File: config.mk
export PLATFORM = sky130hd
export DESIGN_NAME = clkmode_ctl
export DESIGN_NICKNAME = d
export VERILOG_FILES = /design/src/rtl/clkmode_pkg.sv /design/src/rtl/cm_edge_sync.sv /design/src/rtl/cm_ctrl_core.sv /design/src/rtl/cm_mode_dec.sv /design/src/rtl/cm_status.sv /design/src/rtl/clkmode_ctl.sv
export SDC_FILE = /design/constraint.sdc
export NUM_CORES = 1
export LEC_CHECK = 0
export BUFFER_PORTS_ARGS = -buffer_cell sky130_fd_sc_hd__buf_2
export CAP_MARGIN = 20
export CORE_MARGIN = 3
export CORE_UTILIZATION = 43
export CTS_CLUSTER_DIAMETER = 50
export CTS_CLUSTER_SIZE = 20
export DETAILED_ROUTE_END_ITERATION = 8
export PLACE_DENSITY = 0.74
export SETUP_SLACK_MARGIN = 0.2
export SLEW_MARGIN = 20
export SYNTH_ARGS = -nofsm -noshare
export SYNTH_HDL_FRONTEND = slang
export SYNTH_SLANG_ARGS = --single-unit
export TNS_END_PERCENT = 10
File: constraint.sdc
create_clock -name clk -period 1.64 [get_ports clk]
set_clock_uncertainty 0.2 [all_clocks]
set_input_delay 0 -clock clk [delete_from_list [all_inputs] [get_ports clk]]
set_output_delay 0 -clock clk [all_outputs]
set_load 0.05 [all_outputs]
File: src/rtl/clkmode_pkg.sv
package clkmode_pkg;
  localparam int CTRL_W  = 5;
  localparam int CB_PME  = 2;
  localparam int CB_SWB  = 3;
  localparam int CB_STOP = 4;

  // switchback cause indices
  localparam int SRC_IRQ  = 0;
  localparam int SRC_URX  = 1;
  localparam int SRC_UTX  = 2;
  localparam int SRC_STX  = 3;
  localparam int SRC_SSEL = 4;
  localparam int SRC_RTC  = 5;
  localparam int SRC_DBG  = 6;
  localparam int SB_NSRC  = 7;

  localparam int ST_WAKE_IRQ = SB_NSRC;
  localparam int ST_WAKE_RTC = SB_NSRC + 1;
  localparam int STAT_W      = SB_NSRC + 2;

  typedef enum logic [2:0] {
    DSEL_DIV1   = 3'd0,
    DSEL_DIV2   = 3'd1,
    DSEL_DIV4   = 3'd2,
    DSEL_DIV8   = 3'd3,
    DSEL_DIV256 = 3'd4,
    DSEL_LF32K  = 3'd5
  } dsel_e;
endpackage

File: src/rtl/cm_edge_sync.sv
module cm_edge_sync #(
  parameter int W = 3
) (
  input  logic         clk,
  input  logic         rst_n,
  input  logic [W-1:0] din_n,
  output logic [W-1:0] fall
);
  for (genvar i = 0; i < W; i++) begin : g_bit
    logic s1, s2, prev;
    always_ff @(posedge clk or negedge rst_n) begin
      if (!rst_n) begin
        s1   <= 1'b1;
        s2   <= 1'b1;
        prev <= 1'b1;
      end else begin
        s1   <= din_n[i];
        s2   <= s1;
        prev <= s2;
      end
    end
    assign fall[i] = prev & ~s2;
  end
endmodule

File: src/rtl/cm_ctrl_core.sv
module cm_ctrl_core
  import clkmode_pkg::*;
#(
  parameter int NUM_IRQ = 4
) (
  input  logic                clk,
  input  logic                rst_n,
  input  logic                wr_en,
  input  logic [CTRL_W-1:0]   wr_data,
  input  logic [SB_NSRC-1:0]  sb_src,
  input  logic [NUM_IRQ-1:0]  ext_irq,
  input  logic [NUM_IRQ-1:0]  irq_en,
  input  logic                rtc_alarm,
  output logic [1:0]          div_q,
  output logic                pme_q,
  output logic                swb_q,
  output logic                stop_q,
  output logic                sb_hit,
  output logic                wake_irq,
  output logic                wake_rtc,
  output logic                pme_clr_pulse
);
  logic [NUM_IRQ-1:0] irq_en_stop;
  logic src_any, wr_ok, set_block, pme_d;

  assign src_any   = |sb_src;
  assign sb_hit    = swb_q & pme_q & src_any;
  assign wr_ok     = wr_en & ~stop_q;
  assign set_block = wr_data[CB_SWB] & wr_data[CB_PME] & src_any;
  assign wake_irq  = stop_q & (|(ext_irq & irq_en_stop));
  assign wake_rtc  = stop_q & rtc_alarm;

  always_comb begin
    pme_d = pme_q;
    if (wr_ok) pme_d = set_block ? pme_q : wr_data[CB_PME];
    if (sb_hit) pme_d = 1'b0;
  end

  always_ff @(posedge clk or negedge rst_n) begin
    if (!rst_n) begin
      div_q         <= '0;
      pme_q         <= 1'b0;
      swb_q         <= 1'b0;
      stop_q        <= 1'b0;
      irq_en_stop   <= '0;
      pme_clr_pulse <= 1'b0;
    end else begin
      pme_q         <= pme_d;
      pme_clr_pulse <= sb_hit;
      if (wr_ok) begin
        div_q       <= wr_data[1:0];
        swb_q       <= wr_data[CB_SWB];
        stop_q      <= wr_data[CB_STOP];
        irq_en_stop <= irq_en;
      end else if (wake_irq || wake_rtc) begin
        stop_q <= 1'b0;
      end
    end
  end

  AST_SB_CLEARS_PME: assert property (@(posedge clk) disable iff (!rst_n)
    (swb_q && pme_q && (|sb_src)) |=> !pme_q);
  AST_CLR_PULSE_SINGLE: assert property (@(posedge clk) disable iff (!rst_n)
    pme_clr_pulse |=> !pme_clr_pulse);
  AST_BLOCK_ENTRY: assert property (@(posedge clk) disable iff (!rst_n)
    (wr_en && !stop_q && wr_data[CB_SWB] && (|sb_src) && !pme_q) |=> !pme_q);
  AST_STOP_KEEPS_CFG: assert property (@(posedge clk) disable iff (!rst_n)
    stop_q |=> ($stable(div_q) && $stable(swb_q)));
  AST_RTC_WAKES: assert property (@(posedge clk) disable iff (!rst_n)
    (stop_q && rtc_alarm) |=> !stop_q);
endmodule

File: src/rtl/cm_mode_dec.sv
module cm_mode_dec
  import clkmode_pkg::*;
(
  input  logic [1:0] div_q,
  input  logic       pme_q,
  input  logic       swb_q,
  input  logic       stop_q,
  output dsel_e      dsel,
  output logic       hf_osc_en,
  output logic       core_clk_en
);
  always_comb begin
    unique case (div_q)
      2'b00:   dsel = pme_q ? DSEL_DIV256 : DSEL_DIV1;
      2'b01:   dsel = DSEL_DIV2;
      2'b10:   dsel = DSEL_DIV4;
      default: dsel = pme_q ? DSEL_LF32K : DSEL_DIV8;
    endcase
  end

  assign core_clk_en = ~stop_q;
  assign hf_osc_en   = ~stop_q & ~((dsel == DSEL_LF32K) & ~swb_q);
endmodule

File: src/rtl/cm_status.sv
module cm_status
  import clkmode_pkg::*;
(
  input  logic              clk,
  input  logic              rst_n,
  input  logic [STAT_W-1:0] set,
  input  logic [STAT_W-1:0] clr,
  output logic [STAT_W-1:0] status_q
);
  always_ff @(posedge clk or negedge rst_n) begin
    if (!rst_n) status_q <= '0;
    else        status_q <= (status_q & ~clr) | set;
  end

  AST_STICKY_HOLD: assert property (@(posedge clk) disable iff (!rst_n)
    1'b1 |=> ((status_q & $past(status_q & ~clr)) == $past(status_q & ~clr)));
endmodule

File: src/rtl/clkmode_ctl.sv
module clkmode_ctl
  import clkmode_pkg::*;
#(
  parameter int NUM_IRQ  = 4,
  parameter int NUM_UART = 2
) (
  input  logic                clk,
  input  logic                rst_n,
  input  logic                wr_en,
  input  logic [4:0]          wr_data,
  output logic [4:0]          ctrl_q,
  input  logic [8:0]          stat_clr,
  output logic [8:0]          status,
  input  logic [NUM_IRQ-1:0]  ext_irq,
  input  logic [NUM_IRQ-1:0]  irq_en,
  input  logic [NUM_UART-1:0] uart_rxd,
  input  logic [NUM_UART-1:0] uart_rx_en,
  input  logic [NUM_UART-1:0] uart_tx_wr,
  input  logic [NUM_UART-1:0] uart_tx_en,
  input  logic                spi_tx_wr,
  input  logic                spi_tx_en,
  input  logic                spi_ssel_n,
  input  logic                spi_slave,
  input  logic                rtc_alarm,
  input  logic                dbg_enter,
  output logic [2:0]          div_sel,
  output logic                hf_osc_en,
  output logic                core_clk_en,
  output logic                pme_clr_pulse
);
  localparam int NSYNC = NUM_UART + 1;

  logic [NSYNC-1:0]   fall;
  logic [SB_NSRC-1:0] sb_src;
  logic [STAT_W-1:0]  stat_set;
  logic [1:0]         div_q;
  logic               pme_q, swb_q, stop_q, sb_hit, wake_irq, wake_rtc;
  dsel_e              dsel;

  cm_edge_sync #(.W(NSYNC)) u_sync (
    .clk   (clk),
    .rst_n (rst_n),
    .din_n ({spi_ssel_n, uart_rxd}),
    .fall  (fall)
  );

  always_comb begin
    sb_src           = '0;
    sb_src[SRC_IRQ]  = |(ext_irq & irq_en);
    sb_src[SRC_URX]  = |(fall[NUM_UART-1:0] & uart_rx_en);
    sb_src[SRC_UTX]  = |(uart_tx_wr & uart_tx_en);
    sb_src[SRC_STX]  = spi_tx_wr & spi_tx_en;
    sb_src[SRC_SSEL] = fall[NUM_UART] & spi_slave;
    sb_src[SRC_RTC]  = rtc_alarm;
    sb_src[SRC_DBG]  = dbg_enter;
  end

  cm_ctrl_core #(.NUM_IRQ(NUM_IRQ)) u_core (
    .clk           (clk),
    .rst_n         (rst_n),
    .wr_en         (wr_en),
    .wr_data       (wr_data),
    .sb_src        (sb_src),
    .ext_irq       (ext_irq),
    .irq_en        (irq_en),
    .rtc_alarm     (rtc_alarm),
    .div_q         (div_q),
    .pme_q         (pme_q),
    .swb_q         (swb_q),
    .stop_q        (stop_q),
    .sb_hit        (sb_hit),
    .wake_irq      (wake_irq),
    .wake_rtc      (wake_rtc),
    .pme_clr_pulse (pme_clr_pulse)
  );

  cm_mode_dec u_dec (
    .div_q       (div_q),
    .pme_q       (pme_q),
    .swb_q       (swb_q),
    .stop_q      (stop_q),
    .dsel        (dsel),
    .hf_osc_en   (hf_osc_en),
    .core_clk_en (core_clk_en)
  );

  assign stat_set = {wake_rtc, wake_irq, sb_src & {SB_NSRC{sb_hit}}};

  cm_status u_stat (
    .clk      (clk),
    .rst_n    (rst_n),
    .set      (stat_set),
    .clr      (stat_clr),
    .status_q (status)
  );

  assign ctrl_q  = {stop_q, swb_q, pme_q, div_q};
  assign div_sel = dsel;

  AST_LF_OSC_OFF: assert property (@(posedge clk) disable iff (!rst_n)
    (div_sel == DSEL_LF32K && !ctrl_q[CB_SWB]) |-> !hf_osc_en);
  AST_STOP_GATES: assert property (@(posedge clk) disable iff (!rst_n)
    (wr_en && !ctrl_q[CB_STOP] && wr_data[CB_STOP]) |=> (!core_clk_en && !hf_osc_en));
endmodule

==> out/metrics.csv <==
metric,value,unit
Worst-Margin Slew,0.599,ns
Crit-path slowest cell,dfrtp_2,
full die area,3250,um^2
predominant post-synthesis flop cell,dfrtp_1,
Clock Tree Buf Depth,2,
RSZ-0062 raised after global routing,yes,
"Seq/Total Area, Yosys",63.6,%
H-tree level count,1,
synth unique cells,25,
storage element area,714,um^2
FF-to-FF Start,u_sync.g_bit[2].s2$_DFF_PN1_,
PnR worst setup slack,0.178,ns
Worst-path clk slew,0.14,ns
most frequent cells after synthesis,"dfrtp_1 (19), inv_1 (12), nand2_1 (10), dfstp_2 (9), mux2_2 (6)",
total vias in the final route,1066,
# rows,17,
Seq pwr share,49.7,%
final setup TNS,0,ns
chip width,57.0,um
Period minus WS final,1.46,ns
"area leader, netlist",dfrtp_1,
CTS tree,done,
Routed Antenna Nets,0,
CP Launch Type,flop,
area share of the largest cell type after synthesis,42.5,%
kind of critical path,flop to output pin,
Internal Power,1.08,mW
clock sink count,28,
Clock power frac,16.9,%
"non-filler cells, final",220,
leak pwr,0.955,nW
"FFs w/ async S/R, synth",100,%
WP data required,1.44,ns
All-Layer GR Usage,21.1,%
synthesis-to-layout area growth,69.6,%
Num CTS Buffers,3,
met3 Use GR,3.85,%
routability cong.,0.728,
Peak Freq,0.684,GHz
crit end category,output pin,
post-synthesis cell area,1120,um^2
final HPWL from detailed placement,1930,um
post-placement setup slack,0.142,ns
"Data arrival, critical path",1.26,ns
"Clk Latency, worst-skew pair",0.31,ns
post-layout util,81.1,%
Initial Utilization,47.8,%
die span in y,57.0,um
DRC Markers,0,
worst path cell trace,xnor2_2 -> and2_4 -> buf_8,
area used by multi-input combinational logic,352,um^2
root buf cell,clkbuf_4,
Max Cap Violations,0,
Critical R2R Capture,u_core.pme_q$_DFFE_PN0P_,
initial antenna violation count,0,
#FFs+latches synth,28,
TritonRoute pass-1 iters,4,
Pwr Density,864,nW/um^2
Via density,4.85,
Syn Area/Cell,12.2,um^2
most frequent cell after synthesis,dfrtp_1,
R2R depth,4,
power share of the combinational group,33.3,%
GRT Residual Overflow,0,
Final Hold Fails,0,
Total Wirelength,3260,um
IO Pins,59,
Psw,0.558,mW
Switching Share,34.0,%
"Slew Viols, Final",0,
met2 usage,38.5,%
dpl cells,175,
ratio of cells with drive above 1 in the final layout,46.4,%
status,"complete, no violations",
Max transition margin,60.1,%
first-pass GRT wire length,5230,um
final setup violation count,0,
Ant. Diodes,0,
vias in the first global route,1118,
Post-Syn Nets,131,
Fill cells,143,
met1 usage,24.8,%
Final period util,89.2,%
total power,1.64,mW
final net count,232,
GRT Max-Usage Layer,met2,
largest net degree at the start of global routing,29,
WL per Instance,14.8,um
Core ar.,2340,um^2
Cells after Synth,92,
Crit Path Max Fanout,5,
initial DRC count,28,
Hold WC Path Type,input port to async pin,
Post-synth EDFFs,0,
PortBufs,58,
peak supply drop,0.711,mV
"setup slack, reg-to-reg",0.19,ns
Ys Warns,0,
Area contributors post-synth,"dfrtp_1 (43%), dfstp_2 (21%), mux2_2 (6.0%)",
CP max stage delay,0.48,ns
-- cell type report --
type / instances / share of cell area [%]
tap: 28 / 1.85
timing repair buffer: 101 / 38.2
sequential: 28 / 37.7
multi-input combinational: 47 / 18.5
inverter: 12 / 2.37
clock buffer: 4 / 1.39
-- cells by family (layout without fill, tap and decap cells) --
family	after synthesis	count (layout)	synth area share (%)
AO/OA/AOI/OAI	20	20	13.5
XOR/XNOR	1	1	0.783
buffers and inverters	17	117	6.82
flip-flops	28	28	63.6
multiplexers	7	7	6.93
AND/OR/NAND/NOR	19	19	8.28
-- critical path, delay by kind of cell, from the launching register on --
kind / cells / cell delay [ns]
and+or+nand+nor: 1 / 0.17
xor gates and xnor gates: 1 / 0.17
DFF: 1 / 0.48
buffers and inverters: 1 / 0.14
-- cell usage in the layout, fill, tap and decap left out, types with 2 or more instances in the layout --
cell	instances
o21ai_0	3
dfrtp_2	2
a22oi_1	4
nand2_1	10
a22o_1	4
clkbuf_4	3
inv_1	12
buf_2	56
dfstp_2	9
nor2_1	3
buf_4	5
o22ai_1	4
mux2_2	6
nor2b_1	2
dfrtp_1	17
dlygate4sd3_1	38
-- metrics by stage --
step	hold WS [ns]	instance area [um^2]
after floorplan	-0.496	1130
after global placement	-0.168	1440
after detailed placement	-0.160	1440
after CTS	0.0197	1860
after global routing	0.0470	1900
final	0.0115	1900
-- registers in the layout (all words and copies together), names as in the netlist, 2 cells and up --
register and count:
u_core.div_q 2, u_sync.g_bit.prev 3, u_core.irq_en_stop 4, u_sync.g_bit.s2 3, u_stat.status_q 9, u_sync.g_bit.s1 3
-- what timing repair did --
item | CTS | global route
buffers inserted | 1 | 2
gates cloned | 0 | 0
hold buffers | 38 | 0
pin swaps | 2 | 0
endpoints found under the hold margin | 50 | 0
gates resized for setup | 2 | 5
endpoints found under the setup margin | 3 | 11
-- routing by layer --
| layer | wire, um | share of wire, % |
|---|---|---|
| met2 | 1730 | 53 |
| met5 | 0 | 0 |
| met4 | 32 | 0.98 |
| met1 | 1310 | 40 |
| met3 | 179 | 5.5 |
-- power groups by stage --
stage / Clock (mW) / Combinational (mW) / Sequential [mW]
after detailed placement: 0 / 0.442 / 0.824
final: 0.278 / 0.547 / 0.815
after global routing: 0.331 / 0.581 / 0.824
after global placement: 0 / 0.435 / 0.819
after CTS: 0.288 / 0.517 / 0.812
after floorplan: 0 / 0.217 / 0.913
-- how the worst max path moves through the flow --
| stage | from | to | cells after the start |
|---|---|---|---|
| floorplan | u_sync.g_bit[2].s2$_DFF_PN1_ | u_core.pme_q$_DFFE_PN0P_ | 4 |
| global route | u_core.div_q[1]$_DFFE_PN0P_ | div_sel[2] | 3 |
| CTS | u_core.div_q[1]$_DFFE_PN0P_ | div_sel[2] | 3 |
| finish | u_core.div_q[1]$_DFFE_PN0P_ | div_sel[2] | 3 |
| detailed placement | u_sync.g_bit[2].s2$_DFF_PN1_ | u_core.pme_q$_DFFE_PN0P_ | 4 |
| global placement | u_sync.g_bit[2].s2$_DFF_PN1_ | u_core.pme_q$_DFFE_PN0P_ | 4 |
Note: power is estimated with default switching activity, not from simulation.
